<file path="config.mk">
export PLATFORM = sky130hd
export DESIGN_NAME = therm_thresh_mon
export DESIGN_NICKNAME = d
export VERILOG_FILES = /design/src/rtl/therm_mon_pkg.sv /design/src/rtl/therm_regs.sv /design/src/rtl/therm_cross.sv /design/src/rtl/therm_oos.sv /design/src/rtl/therm_sync.sv /design/src/rtl/therm_hot_edge.sv /design/src/rtl/therm_thresh_mon.sv
export SDC_FILE = /design/constraint.sdc
export NUM_CORES = 1
export LEC_CHECK = 0
export ABC_CLOCK_PERIOD_IN_PS = 2900
export BUFFER_PORTS_ARGS = -buffer_cell sky130_fd_sc_hd__buf_2
export CELL_PAD_IN_SITES_DETAIL_PLACEMENT = 1
export CELL_PAD_IN_SITES_GLOBAL_PLACEMENT = 2
export CORE_ASPECT_RATIO = 1.4
export CORE_MARGIN = 2
export CORE_UTILIZATION = 40
export DETAILED_ROUTE_END_ITERATION = 6
export PLACE_DENSITY_LB_ADDON = 0.1
export SYNTH_ARGS = -nofsm -noshare
export SYNTH_HDL_FRONTEND = slang
export SYNTH_HIERARCHICAL = 1
export SYNTH_SLANG_ARGS = --single-unit
</file>
<file path="constraint.sdc">
create_clock -name clk_i -period 2.9 [get_ports clk_i]
set_clock_uncertainty 0.1 [all_clocks]
set_input_delay 0.29 -clock clk_i [delete_from_list [all_inputs] [get_ports clk_i]]
set_output_delay 0.29 -clock clk_i [all_outputs]
set_load 0.05 [all_outputs]
</file>
<file path="src/rtl/therm_mon_pkg.sv">
package therm_mon_pkg;
  localparam int unsigned ADDR_W  = 3;
  localparam int unsigned NUM_THR = 2;
  localparam int unsigned EN_W    = 5;
  localparam int unsigned STAT_W  = 7;

  localparam logic [ADDR_W-1:0] A_THR0   = 3'd0;
  localparam logic [ADDR_W-1:0] A_THR1   = 3'd1;
  localparam logic [ADDR_W-1:0] A_IRQ_EN = 3'd2;
  localparam logic [ADDR_W-1:0] A_LIMIT  = 3'd3;
  localparam logic [ADDR_W-1:0] A_RUNLEN = 3'd4;
  localparam logic [ADDR_W-1:0] A_STATUS = 3'd5;

  localparam int unsigned ST_OOS  = 4;
  localparam int unsigned ST_HOTR = 5;
  localparam int unsigned ST_HOTF = 6;

  localparam int unsigned EN_OOS  = 2;
  localparam int unsigned EN_HOTR = 3;
  localparam int unsigned EN_HOTF = 4;

  function automatic int unsigned st_pend(input int unsigned k);
    return 2 * k;
  endfunction

  function automatic int unsigned st_dir(input int unsigned k);
    return 2 * k + 1;
  endfunction
endpackage

</file>
<file path="src/rtl/therm_regs.sv">
module therm_regs
  import therm_mon_pkg::*;
#(
  parameter int unsigned TEMP_W   = 8,
  parameter int unsigned RUN_W    = 8,
  parameter int unsigned DATA_W   = 16,
  parameter int unsigned RUN_DEF  = 16
) (
  input  logic                           clk_i,
  input  logic                           rst_ni,
  input  logic                           wr_en_i,
  input  logic [ADDR_W-1:0]              wr_addr_i,
  input  logic [DATA_W-1:0]              wr_data_i,
  output logic [NUM_THR-1:0][TEMP_W-1:0] thr_o,
  output logic [EN_W-1:0]                en_o,
  output logic [TEMP_W-1:0]              limit_o,
  output logic [RUN_W-1:0]               run_len_o,
  output logic [STAT_W-1:0]              clr_o
);
  logic [NUM_THR-1:0][TEMP_W-1:0] thr_q;
  logic [EN_W-1:0]                en_q;
  logic [TEMP_W-1:0]              limit_q;
  logic [RUN_W-1:0]               run_q;

  always_ff @(posedge clk_i or negedge rst_ni) begin
    if (!rst_ni) begin
      thr_q   <= '0;
      en_q    <= '0;
      limit_q <= '1;
      run_q   <= RUN_W'(RUN_DEF);
    end else if (wr_en_i) begin
      case (wr_addr_i)
        A_THR0:   thr_q[0] <= wr_data_i[TEMP_W-1:0];
        A_THR1:   thr_q[1] <= wr_data_i[TEMP_W-1:0];
        A_IRQ_EN: en_q     <= wr_data_i[EN_W-1:0];
        A_LIMIT:  limit_q  <= wr_data_i[TEMP_W-1:0];
        A_RUNLEN: run_q    <= wr_data_i[RUN_W-1:0];
        default: ;
      endcase
    end
  end

  always_comb begin
    clr_o = '0;
    if (wr_en_i && wr_addr_i == A_STATUS) clr_o = wr_data_i[STAT_W-1:0];
  end

  assign thr_o     = thr_q;
  assign en_o      = en_q;
  assign limit_o   = limit_q;
  assign run_len_o = run_q;


  thr_hold_chk: assert property (@(posedge clk_i) disable iff (!rst_ni)
    !wr_en_i |=> $stable(thr_q));
endmodule

</file>
<file path="src/rtl/therm_cross.sv">
module therm_cross #(
  parameter int unsigned TEMP_W = 8
) (
  input  logic              clk_i,
  input  logic              rst_ni,
  input  logic              smp_vld_i,
  input  logic [TEMP_W-1:0] temp_i,
  input  logic              prev_vld_i,
  input  logic [TEMP_W-1:0] prev_temp_i,
  input  logic [TEMP_W-1:0] thr_i,
  input  logic              clr_i,
  output logic              pend_o,
  output logic              dir_o
);
  logic pend_q, dir_q;
  logic above_cur, above_prev, xing;

  // both sides use the live level, so a level write alone never crosses
  assign above_cur  = temp_i >= thr_i;
  assign above_prev = prev_temp_i >= thr_i;
  assign xing       = smp_vld_i && prev_vld_i && (above_cur != above_prev);

  always_ff @(posedge clk_i or negedge rst_ni) begin
    if (!rst_ni) begin
      pend_q <= 1'b0;
      dir_q  <= 1'b0;
    end else if (xing) begin
      pend_q <= 1'b1;
      dir_q  <= above_cur;
    end else if (clr_i) begin
      pend_q <= 1'b0;
    end
  end

  assign pend_o = pend_q;
  assign dir_o  = dir_q;


  xing_vld_chk: assert property (@(posedge clk_i) disable iff (!rst_ni)
    $rose(pend_q) |-> $past(smp_vld_i && prev_vld_i));


  dir_up_chk: assert property (@(posedge clk_i) disable iff (!rst_ni)
    ($rose(dir_q)) |-> $past(temp_i >= thr_i));


  dir_dn_chk: assert property (@(posedge clk_i) disable iff (!rst_ni)
    ($fell(dir_q)) |-> $past(temp_i < thr_i));
endmodule

</file>
<file path="src/rtl/therm_oos.sv">
module therm_oos #(
  parameter int unsigned TEMP_W = 8,
  parameter int unsigned RUN_W  = 8
) (
  input  logic              clk_i,
  input  logic              rst_ni,
  input  logic              smp_vld_i,
  input  logic [TEMP_W-1:0] temp_i,
  input  logic              throttle_i,
  input  logic [TEMP_W-1:0] limit_i,
  input  logic [RUN_W-1:0]  run_len_i,
  input  logic              clr_i,
  output logic              sticky_o
);
  localparam logic [RUN_W-1:0] RUN_MAX = '1;

  logic [RUN_W-1:0] cnt_q, cnt_inc;
  logic             hot_ok, sticky_q, hit;

  assign hot_ok  = throttle_i && (temp_i >= limit_i);
  assign cnt_inc = (cnt_q == RUN_MAX) ? cnt_q : cnt_q + 1'b1;
  assign hit     = smp_vld_i && hot_ok && (cnt_inc >= run_len_i);

  always_ff @(posedge clk_i or negedge rst_ni) begin
    if (!rst_ni) cnt_q <= '0;
    else if (smp_vld_i) cnt_q <= hot_ok ? cnt_inc : '0;
  end

  always_ff @(posedge clk_i or negedge rst_ni) begin
    if (!rst_ni)     sticky_q <= 1'b0;
    else if (hit)    sticky_q <= 1'b1;
    else if (clr_i)  sticky_q <= 1'b0;
  end

  assign sticky_o = sticky_q;


  sticky_hold_chk: assert property (@(posedge clk_i) disable iff (!rst_ni)
    $fell(sticky_q) |-> $past(clr_i));


  oos_cause_chk: assert property (@(posedge clk_i) disable iff (!rst_ni)
    $rose(sticky_q) |-> $past(throttle_i && smp_vld_i && temp_i >= limit_i));
endmodule

</file>
<file path="src/rtl/therm_sync.sv">
module therm_sync #(
  parameter int unsigned STAGES = 2
) (
  input  logic clk_i,
  input  logic rst_ni,
  input  logic d_i,
  output logic q_o
);
  logic [STAGES-1:0] s_q;

  generate
    if (STAGES == 1) begin : g_one
      always_ff @(posedge clk_i or negedge rst_ni) begin
        if (!rst_ni) s_q <= '0;
        else         s_q <= d_i;
      end
    end else begin : g_chain
      always_ff @(posedge clk_i or negedge rst_ni) begin
        if (!rst_ni) s_q <= '0;
        else         s_q <= {s_q[STAGES-2:0], d_i};
      end
    end
  endgenerate

  assign q_o = s_q[STAGES-1];
endmodule

</file>
<file path="src/rtl/therm_hot_edge.sv">
module therm_hot_edge (
  input  logic clk_i,
  input  logic rst_ni,
  input  logic level_i,
  input  logic clr_rise_i,
  input  logic clr_fall_i,
  output logic rise_pend_o,
  output logic fall_pend_o
);
  logic last_q, rise_q, fall_q;

  always_ff @(posedge clk_i or negedge rst_ni) begin
    if (!rst_ni) begin
      last_q <= 1'b0;
      rise_q <= 1'b0;
      fall_q <= 1'b0;
    end else begin
      last_q <= level_i;
      if (level_i && !last_q) rise_q <= 1'b1;
      else if (clr_rise_i)    rise_q <= 1'b0;
      if (!level_i && last_q) fall_q <= 1'b1;
      else if (clr_fall_i)    fall_q <= 1'b0;
    end
  end

  assign rise_pend_o = rise_q;
  assign fall_pend_o = fall_q;


  hot_rise_chk: assert property (@(posedge clk_i) disable iff (!rst_ni)
    $rose(rise_q) |-> $past(level_i));


  hot_fall_chk: assert property (@(posedge clk_i) disable iff (!rst_ni)
    $rose(fall_q) |-> !$past(level_i));
endmodule

</file>
<file path="src/rtl/therm_thresh_mon.sv">
module therm_thresh_mon
  import therm_mon_pkg::*;
#(
  parameter int unsigned TEMP_W      = 8,
  parameter int unsigned RUN_W       = 8,
  parameter int unsigned DATA_W      = 16,
  parameter int unsigned RUN_DEF     = 16,
  parameter int unsigned SYNC_STAGES = 2
) (
  input  logic              clk_i,
  input  logic              rst_ni,
  input  logic              smp_vld_i,
  input  logic [TEMP_W-1:0] temp_i,
  input  logic              throttle_i,
  input  logic              hot_i,
  input  logic              wr_en_i,
  input  logic [2:0]        wr_addr_i,
  input  logic [DATA_W-1:0] wr_data_i,
  output logic [6:0]        status_o,
  output logic              irq_o
);
  logic [NUM_THR-1:0][TEMP_W-1:0] thr;
  logic [EN_W-1:0]                en;
  logic [TEMP_W-1:0]              limit;
  logic [RUN_W-1:0]               run_len;
  logic [STAT_W-1:0]              clr;
  logic [NUM_THR-1:0]             pend, dir;
  logic                           oos, hot_lvl, hot_r, hot_f;
  logic [TEMP_W-1:0]              prev_temp_q;
  logic                           prev_vld_q;
  logic [STAT_W-1:0]              stat, mask;

  therm_regs #(
    .TEMP_W(TEMP_W), .RUN_W(RUN_W), .DATA_W(DATA_W), .RUN_DEF(RUN_DEF)
  ) u_regs (
    .clk_i, .rst_ni, .wr_en_i, .wr_addr_i, .wr_data_i,
    .thr_o(thr), .en_o(en), .limit_o(limit), .run_len_o(run_len), .clr_o(clr)
  );

  always_ff @(posedge clk_i or negedge rst_ni) begin
    if (!rst_ni) begin
      prev_temp_q <= '0;
      prev_vld_q  <= 1'b0;
    end else if (smp_vld_i) begin
      prev_temp_q <= temp_i;
      prev_vld_q  <= 1'b1;
    end
  end

  for (genvar k = 0; k < NUM_THR; k++) begin : g_thr
    therm_cross #(.TEMP_W(TEMP_W)) u_cross (
      .clk_i, .rst_ni, .smp_vld_i, .temp_i,
      .prev_vld_i(prev_vld_q), .prev_temp_i(prev_temp_q),
      .thr_i(thr[k]), .clr_i(clr[st_pend(k)]),
      .pend_o(pend[k]), .dir_o(dir[k])
    );
    assign stat[st_pend(k)] = pend[k];
    assign stat[st_dir(k)]  = dir[k];
    assign mask[st_pend(k)] = en[k];
    assign mask[st_dir(k)]  = 1'b0;
  end

  therm_oos #(.TEMP_W(TEMP_W), .RUN_W(RUN_W)) u_oos (
    .clk_i, .rst_ni, .smp_vld_i, .temp_i, .throttle_i,
    .limit_i(limit), .run_len_i(run_len), .clr_i(clr[ST_OOS]), .sticky_o(oos)
  );

  therm_sync #(.STAGES(SYNC_STAGES)) u_sync (
    .clk_i, .rst_ni, .d_i(hot_i), .q_o(hot_lvl)
  );

  therm_hot_edge u_hot (
    .clk_i, .rst_ni, .level_i(hot_lvl),
    .clr_rise_i(clr[ST_HOTR]), .clr_fall_i(clr[ST_HOTF]),
    .rise_pend_o(hot_r), .fall_pend_o(hot_f)
  );

  assign stat[ST_OOS]  = oos;
  assign stat[ST_HOTR] = hot_r;
  assign stat[ST_HOTF] = hot_f;
  assign mask[ST_OOS]  = en[EN_OOS];
  assign mask[ST_HOTR] = en[EN_HOTR];
  assign mask[ST_HOTF] = en[EN_HOTF];

  assign status_o = stat;
  assign irq_o    = |(stat & mask);


  irq_src_chk: assert property (@(posedge clk_i) disable iff (!rst_ni)
    irq_o |-> (status_o != '0));
endmodule

</file>
==> metrics.cfg, run 1 <==
[grt]
antenna_found_initial=0
track_usage_pct=19.76
first_global_vias=3050
grt_overflow_total=0
grt_max_degree=28
grt_pass1_wl_um=15390

[finish]
seq_area_sq_um=1613
num-fill-cells=1055
fin_area_sq_um=4522
antenna_cells=0
multi_input_area_sq_um=2097
fin_nets=467
drive_gt1_share_pct=31.79
areaGrowthSynthToFinish_pct=15.57

[route]
antenna_left=0
wl_um=9172
first_pass_iters=5
drc=0
vias_per_cell=5.282
vias=2757
drt_iter0_drc=45
wl_per_cell_um=17.57

[critical_path]
critPathMaxStageDelay_ns=0.48
criticalPathCategory=flip-flop to flip-flop
reg2reg_to=u_oos/sticky_o
arrival_ns=2.86
critPathSlowestCell=a2111oi_0
start_kind=flip-flop
path_cells=and3_4, and3_4, nand2_2, mux2_2, ha_1, a21o_1, a2111oi_0, o31ai_1, a22o_1
r2r_slack_ns=0.16
path_max_fanout=6
r2r-start=u_oos/cnt_q[3]
r2r_cells=9
cp.required_ns=3.02
endpoint_kind=flip-flop
crit_path_frequent_cell=and3_4

[placement]
pre_cts_ws_ns=0.2050
dp_hpwl_um=7253
gp_congestion=0.7160
place_area_sq_um=4234
placement.io_buffers=32

[job]
cap_viol_max_count=0

[clocking]
tritoncts=built
clk_pin_slew_worst_paths_ns=0.05
cts-htree-levels=3
cts-buffers-inserted=9
clock_sinks=64
root_buffer=clkbuf_16
cts_buffer_depth=2
clk_latency_ns=0.33
cts_setup_buffers=0

[floorplanning]
start_util_pct=41.13
ios=41
die_height_um=121.0
die_area_sq_um=10600
core_area_sq_um=9512
die_w_um=87.59
rows=42

[pwr]
leakage_uw=0.002172
cellPowerDensity_nw_per_um2=673.7
vdd_drop_max_uv=355.8

[sta]
min_period_ns=2.745
rsz0062_at_grt=false
max_freq_mhz=364.3
finalWorstSetupSlack_ns=0.1554
setup_viol=0
slew_violations=0
setup_tns_ns=0
worst_pin_slew_ns=0.9522
slew_headroom_pct=36.14
hold_viol_final=0
finalCritPeriodShare_pct=94.64

[synth]
syn_avg_cell_area_sq_um=11.47
syn_area_sq_um=3913
mappedNetlistNets=423
yosysWarnings=6
syn-instance-count=341

[worst_hold_path]
hold_class=input port to flip-flop
worstHoldStart=temp_i[0]
min_path_cells=2
hold_path_end=prev_temp_q[0]

[run_status]
status=finished, final reports clean

cell type report:
type	instances	share of cell area, %
multi-input cells	229	46.38
flip-flops and latches	64	35.67
clock buffers	13	5.534
repair buffers	40	4.981
well taps	132	3.652
inverters	41	3.403
clock inverters	3	0.3874
power breakdown:
group / leakage [uW] / switching [uW] / internal [uW]
registers: 0.000750 / 104 / 1070
clock network: 0.000130 / 387 / 599
logic: 0.00129 / 493 / 390
total: 0.00217 / 984 / 2060
state kept, by name (all words and copies together), names as in the netlist, 2 cells and up:
signal                cells
g_thr.u_cross/dir_o       2
g_thr.u_cross/pend_o      2
prev_temp_q               8
u_regs/limit_o            8
u_oos/cnt_q               8
u_regs/run_len_o          8
u_regs/thr_o             16
u_sync/s_q                2
u_regs/en_o               5
worst max-delay path, delay by kind of cell (launching register included):
| kind | cells | cell delay [ns] |
|---|---|---|
| muxes | 1 | 0.34 |
| DFF | 1 | 0.43 |
| and+or+nand+nor | 3 | 0.51 |
| adders and majority gates | 1 | 0.27 |
| AOI/OAI and AO/OA | 4 | 0.99 |
per-stage QoR:
stage               utilization [%]  hold WS, ns  instances  total power [uW]
global route                  47.54       0.1584        522              3263
global placement              44.51       0.2360        504              2057
floorplan                         -      -0.1056        341              1831
detailed placement            44.51       0.2411        504              2099
finish                        47.54       0.1548        522              3046
CTS                           47.54       0.1393        522              3104
cell usage in the layout (no fill, tap or decap), drive strengths merged, types with 3 or more instances in the layout:
cell	instances
a21oi	16
nand2b	7
o22ai	3
xnor2	3
and2	8
ha	49
clkbuf	13
inv	41
mux2	48
a41oi	3
nor2	12
a22o	5
dfrtp	55
buf	38
o21ai	11
nand2	15
a31oi	6
nand3	3
dfstp	9
a21o	3
and3	3
routing by layer:
| metal | vias to the layer above | part of all wire [%] | global-route usage [%] |
|---|---|---|---|
| met5 | - | 0 | 0 |
| met4 | 0 | 1.8 | 7.788 |
| met2 | 31 | 55 | 35.70 |
| met3 | 15 | 1.8 | 3.469 |
| met1 | 1405 | 42 | 22.57 |
| li1 | 1306 | - | - |
worst max-delay path by stage:
stage,start,endpoint,cells past startpoint
after global routing,u_oos/cnt_q[0],u_oos/sticky_o,9
after detailed placement,u_oos/cnt_q[3],u_oos/sticky_o,9
after CTS,u_oos/cnt_q[3],u_oos/sticky_o,9
after floorplan,u_oos/cnt_q[0],u_oos/sticky_o,9
after global placement,u_oos/cnt_q[3],u_oos/sticky_o,9
final,u_oos/cnt_q[3],u_oos/sticky_o,9
timing repair:
action                                 CTS  global route
setup endpoints to repair                0             0
hold buffers                             2             0
endpoints found under the hold margin   23             0
resized for setup                        0             0
No activity file was read; power rests on OpenSTA's default activity.
==> inputs of run 2 (changes only) <==
==> constraint.sdc (replaced) <==
create_clock -name clk_i -period 2.9 [get_ports clk_i]
set_clock_uncertainty 0.1 [all_clocks]
set_input_delay 0.58 -clock clk_i [delete_from_list [all_inputs] [get_ports clk_i]]
set_output_delay 0.58 -clock clk_i [all_outputs]
set_load 0.05 [all_outputs]
==> metrics.cfg, run 2 (synthesized netlist as in run 1, its figures left out) <==
[run_status]
status=finished, final reports clean

[finish]
antenna_cells=0  ; unchanged
mostFrequentLayoutCell=dfrtp_1
largest_register_ffs=16  ; unchanged
fin_nets=466  ; -0.21%
finalNonFillerCells=521  ; -0.19%
drive_gt1_share_pct=33.16  ; +1.4 points
areaGrowthSynthToFinish_pct=18.32
final_cell_mix=dfrtp_1 (55), ha_1 (49), inv_1 (41)

[floorplanning]
rows=42  ; unchanged
die_height_um=121.0  ; unchanged
ios=41  ; unchanged
die_area_sq_um=10600  ; unchanged
core_area_sq_um=9512  ; unchanged
die_w_um=87.59  ; unchanged
start_util_pct=41.13  ; unchanged

[route]
vias=2754  ; -0.11%
wl_per_cell_um=18.13  ; +3.2%
drc=0  ; unchanged
drt_iter0_drc=77  ; +71%
first_pass_iters=4  ; -1
wl_um=9446  ; +3.0%
antenna_left=0  ; unchanged
vias_per_cell=5.286  ; about the same

[pwr]
p_switching_uw=1002  ; +1.8%
p_int_uw=2421  ; +17%
pwr-share-seq_pct=34.5  ; -4.2 points
clockPowerShare_pct=39.0  ; +6.6 points
switching_share_pct=29.27  ; -3.0 points
cellPowerDensity_nw_per_um2=739.4  ; +9.8%
combPwrFrac_pct=26.5  ; -2.5 points
leakage_uw=0.002230  ; +2.6%
vdd_drop_max_uv=603.9  ; +70%

[sta]
min_period_ns=2.639  ; -0.1060 ns
worst_pin_slew_ns=0.7718  ; -0.1804 ns
setup_tns_ns=0  ; unchanged
slew_headroom_pct=48.33  ; +12 points
finalCritPeriodShare_pct=90.99  ; -3.7 points
finalWorstSetupSlack_ns=0.2614  ; +0.1060 ns
whs_ns=0.1956  ; +0.04081 ns
hold_viol_final=0  ; unchanged
slew_violations=0  ; unchanged
setup_viol=0  ; unchanged
max_freq_mhz=379.0  ; +4.0%
rsz0062_at_grt=false

[placement]
dp_hpwl_um=7286  ; +0.46%
place_inst=505  ; +0.20%
pre_cts_ws_ns=0.1402  ; -0.06488 ns
placement.io_buffers=32  ; unchanged
gp_congestion=0.7498  ; +4.7%

[critical_path]
critPathMaxStageDelay_ns=0.42  ; -0.06 ns
start_kind=flip-flop
cp.depth=9  ; unchanged
endpoint_kind=flip-flop
arrival_ns=2.75  ; -0.11 ns
r2r_slack_ns=0.26  ; +0.11 ns
r2r-start=u_oos/cnt_q[0]
crit_path_frequent_cell=ha_1
path_max_fanout=4  ; -2
path_cells=ha_1, and2_1, nand2_2, mux2_2, ha_1, a21o_1, a2111oi_2, o31ai_1, a22o_1
criticalPathCategory=flip-flop to flip-flop
reg2reg_to=u_oos/sticky_o
critPathSlowestCell=dfrtp_1
cp.required_ns=3.01  ; about the same
path_delay_family=compound AO/OA/AOI/OAI gates
r2r_cells=9  ; unchanged
crit_buf_inv=0  ; unchanged

[clocking]
tritoncts=built
root_buffer=clkbuf_16
cts-htree-levels=3  ; unchanged
clock_sinks=64  ; unchanged
clk_pin_slew_worst_paths_ns=0.05  ; about the same
cts-buffers-inserted=9  ; unchanged
clk_latency_ns=0.33  ; about the same
cts_buffer_depth=2  ; unchanged

[grt]
grt_overflow_total=0  ; unchanged
antenna_found_initial=0  ; unchanged
grt_max_degree=38  ; +36%
first_global_vias=3120  ; +2.3%
track_usage_pct=20.08  ; +0.32 points
grt_pass1_wl_um=15840  ; +2.9%

[job]
cap_viol_max_count=0  ; unchanged

[worst_hold_path]
hold_class=input port to async pin

## run 2: cell count changes in the layout (fill, tap and decap cells not counted)
cell	before	now
a2111oi_2	0	1
clkinvlp_4	1	0
bufinv_16	0	4
a2111oi_0	1	0
clkbuf_1	3	0
buf_12	0	1
dlygate4sd3_1	2	0
## run 2: area by class of cell
type | count | area, sq um
clock buffer | 10 | 239.0
clock inverter | 6 | 130.1
fill | 1047 | 4882
inverter | 41 | 153.9
multi-input combinational | 229 | 2103
sequential | 64 | 1613
tap | 132 | 165.2
timing repair buffer | 39 | 225.2
## run 2: timing repair
action,4_1_cts,5_1_grt
endpoints found under the setup margin,0,1
setup buffers,0,0
gates resized for setup,0,2
hold buffers,0,0
## run 2: metal layers
layer / part of all wire, % / wire length, um / global-route usage, %
met5: 0 / 0 / 0
met4: 1.5 / 142 / 7.115
met3: 2.2 / 207 / 3.605
met2: 56 / 5248 / 36.13
met1: 41 / 3847 / 23.41
## run 2: power groups by stage
stage,registers (uW),clock network (uW),logic [uW]
floorplan,1220,0,609
global placement,1190,0,875
detailed placement,1200,0,908
CTS,1180,1370,922
global route,1210,1410,1030
finish,1180,1330,908
## run 2: worst max-delay path by stage
| stage | from | end | slack, ns |
|---|---|---|---|
| detailed placement | u_oos/cnt_q[0] | u_oos/sticky_o | 0.14 |
| global route | u_oos/cnt_q[0] | u_oos/sticky_o | 0.15 |
| floorplan | u_oos/cnt_q[0] | u_oos/sticky_o | 0.33 |
| CTS | u_oos/cnt_q[0] | u_oos/sticky_o | 0.12 |
| finish | u_oos/cnt_q[0] | u_oos/sticky_o | 0.26 |
| global placement | u_oos/cnt_q[0] | u_oos/sticky_o | 0.25 |
## run 2: through the flow
step / power (uW) / utilization, % / area (sq um)
finish: 3423 / 48.67 / 4629
global placement: 2062 / 44.73 / 4254
floorplan: 1831 / - / 3913
detailed placement: 2105 / 44.73 / 4254
global route: 3645 / 48.67 / 4629
CTS: 3475 / 48.61 / 4623
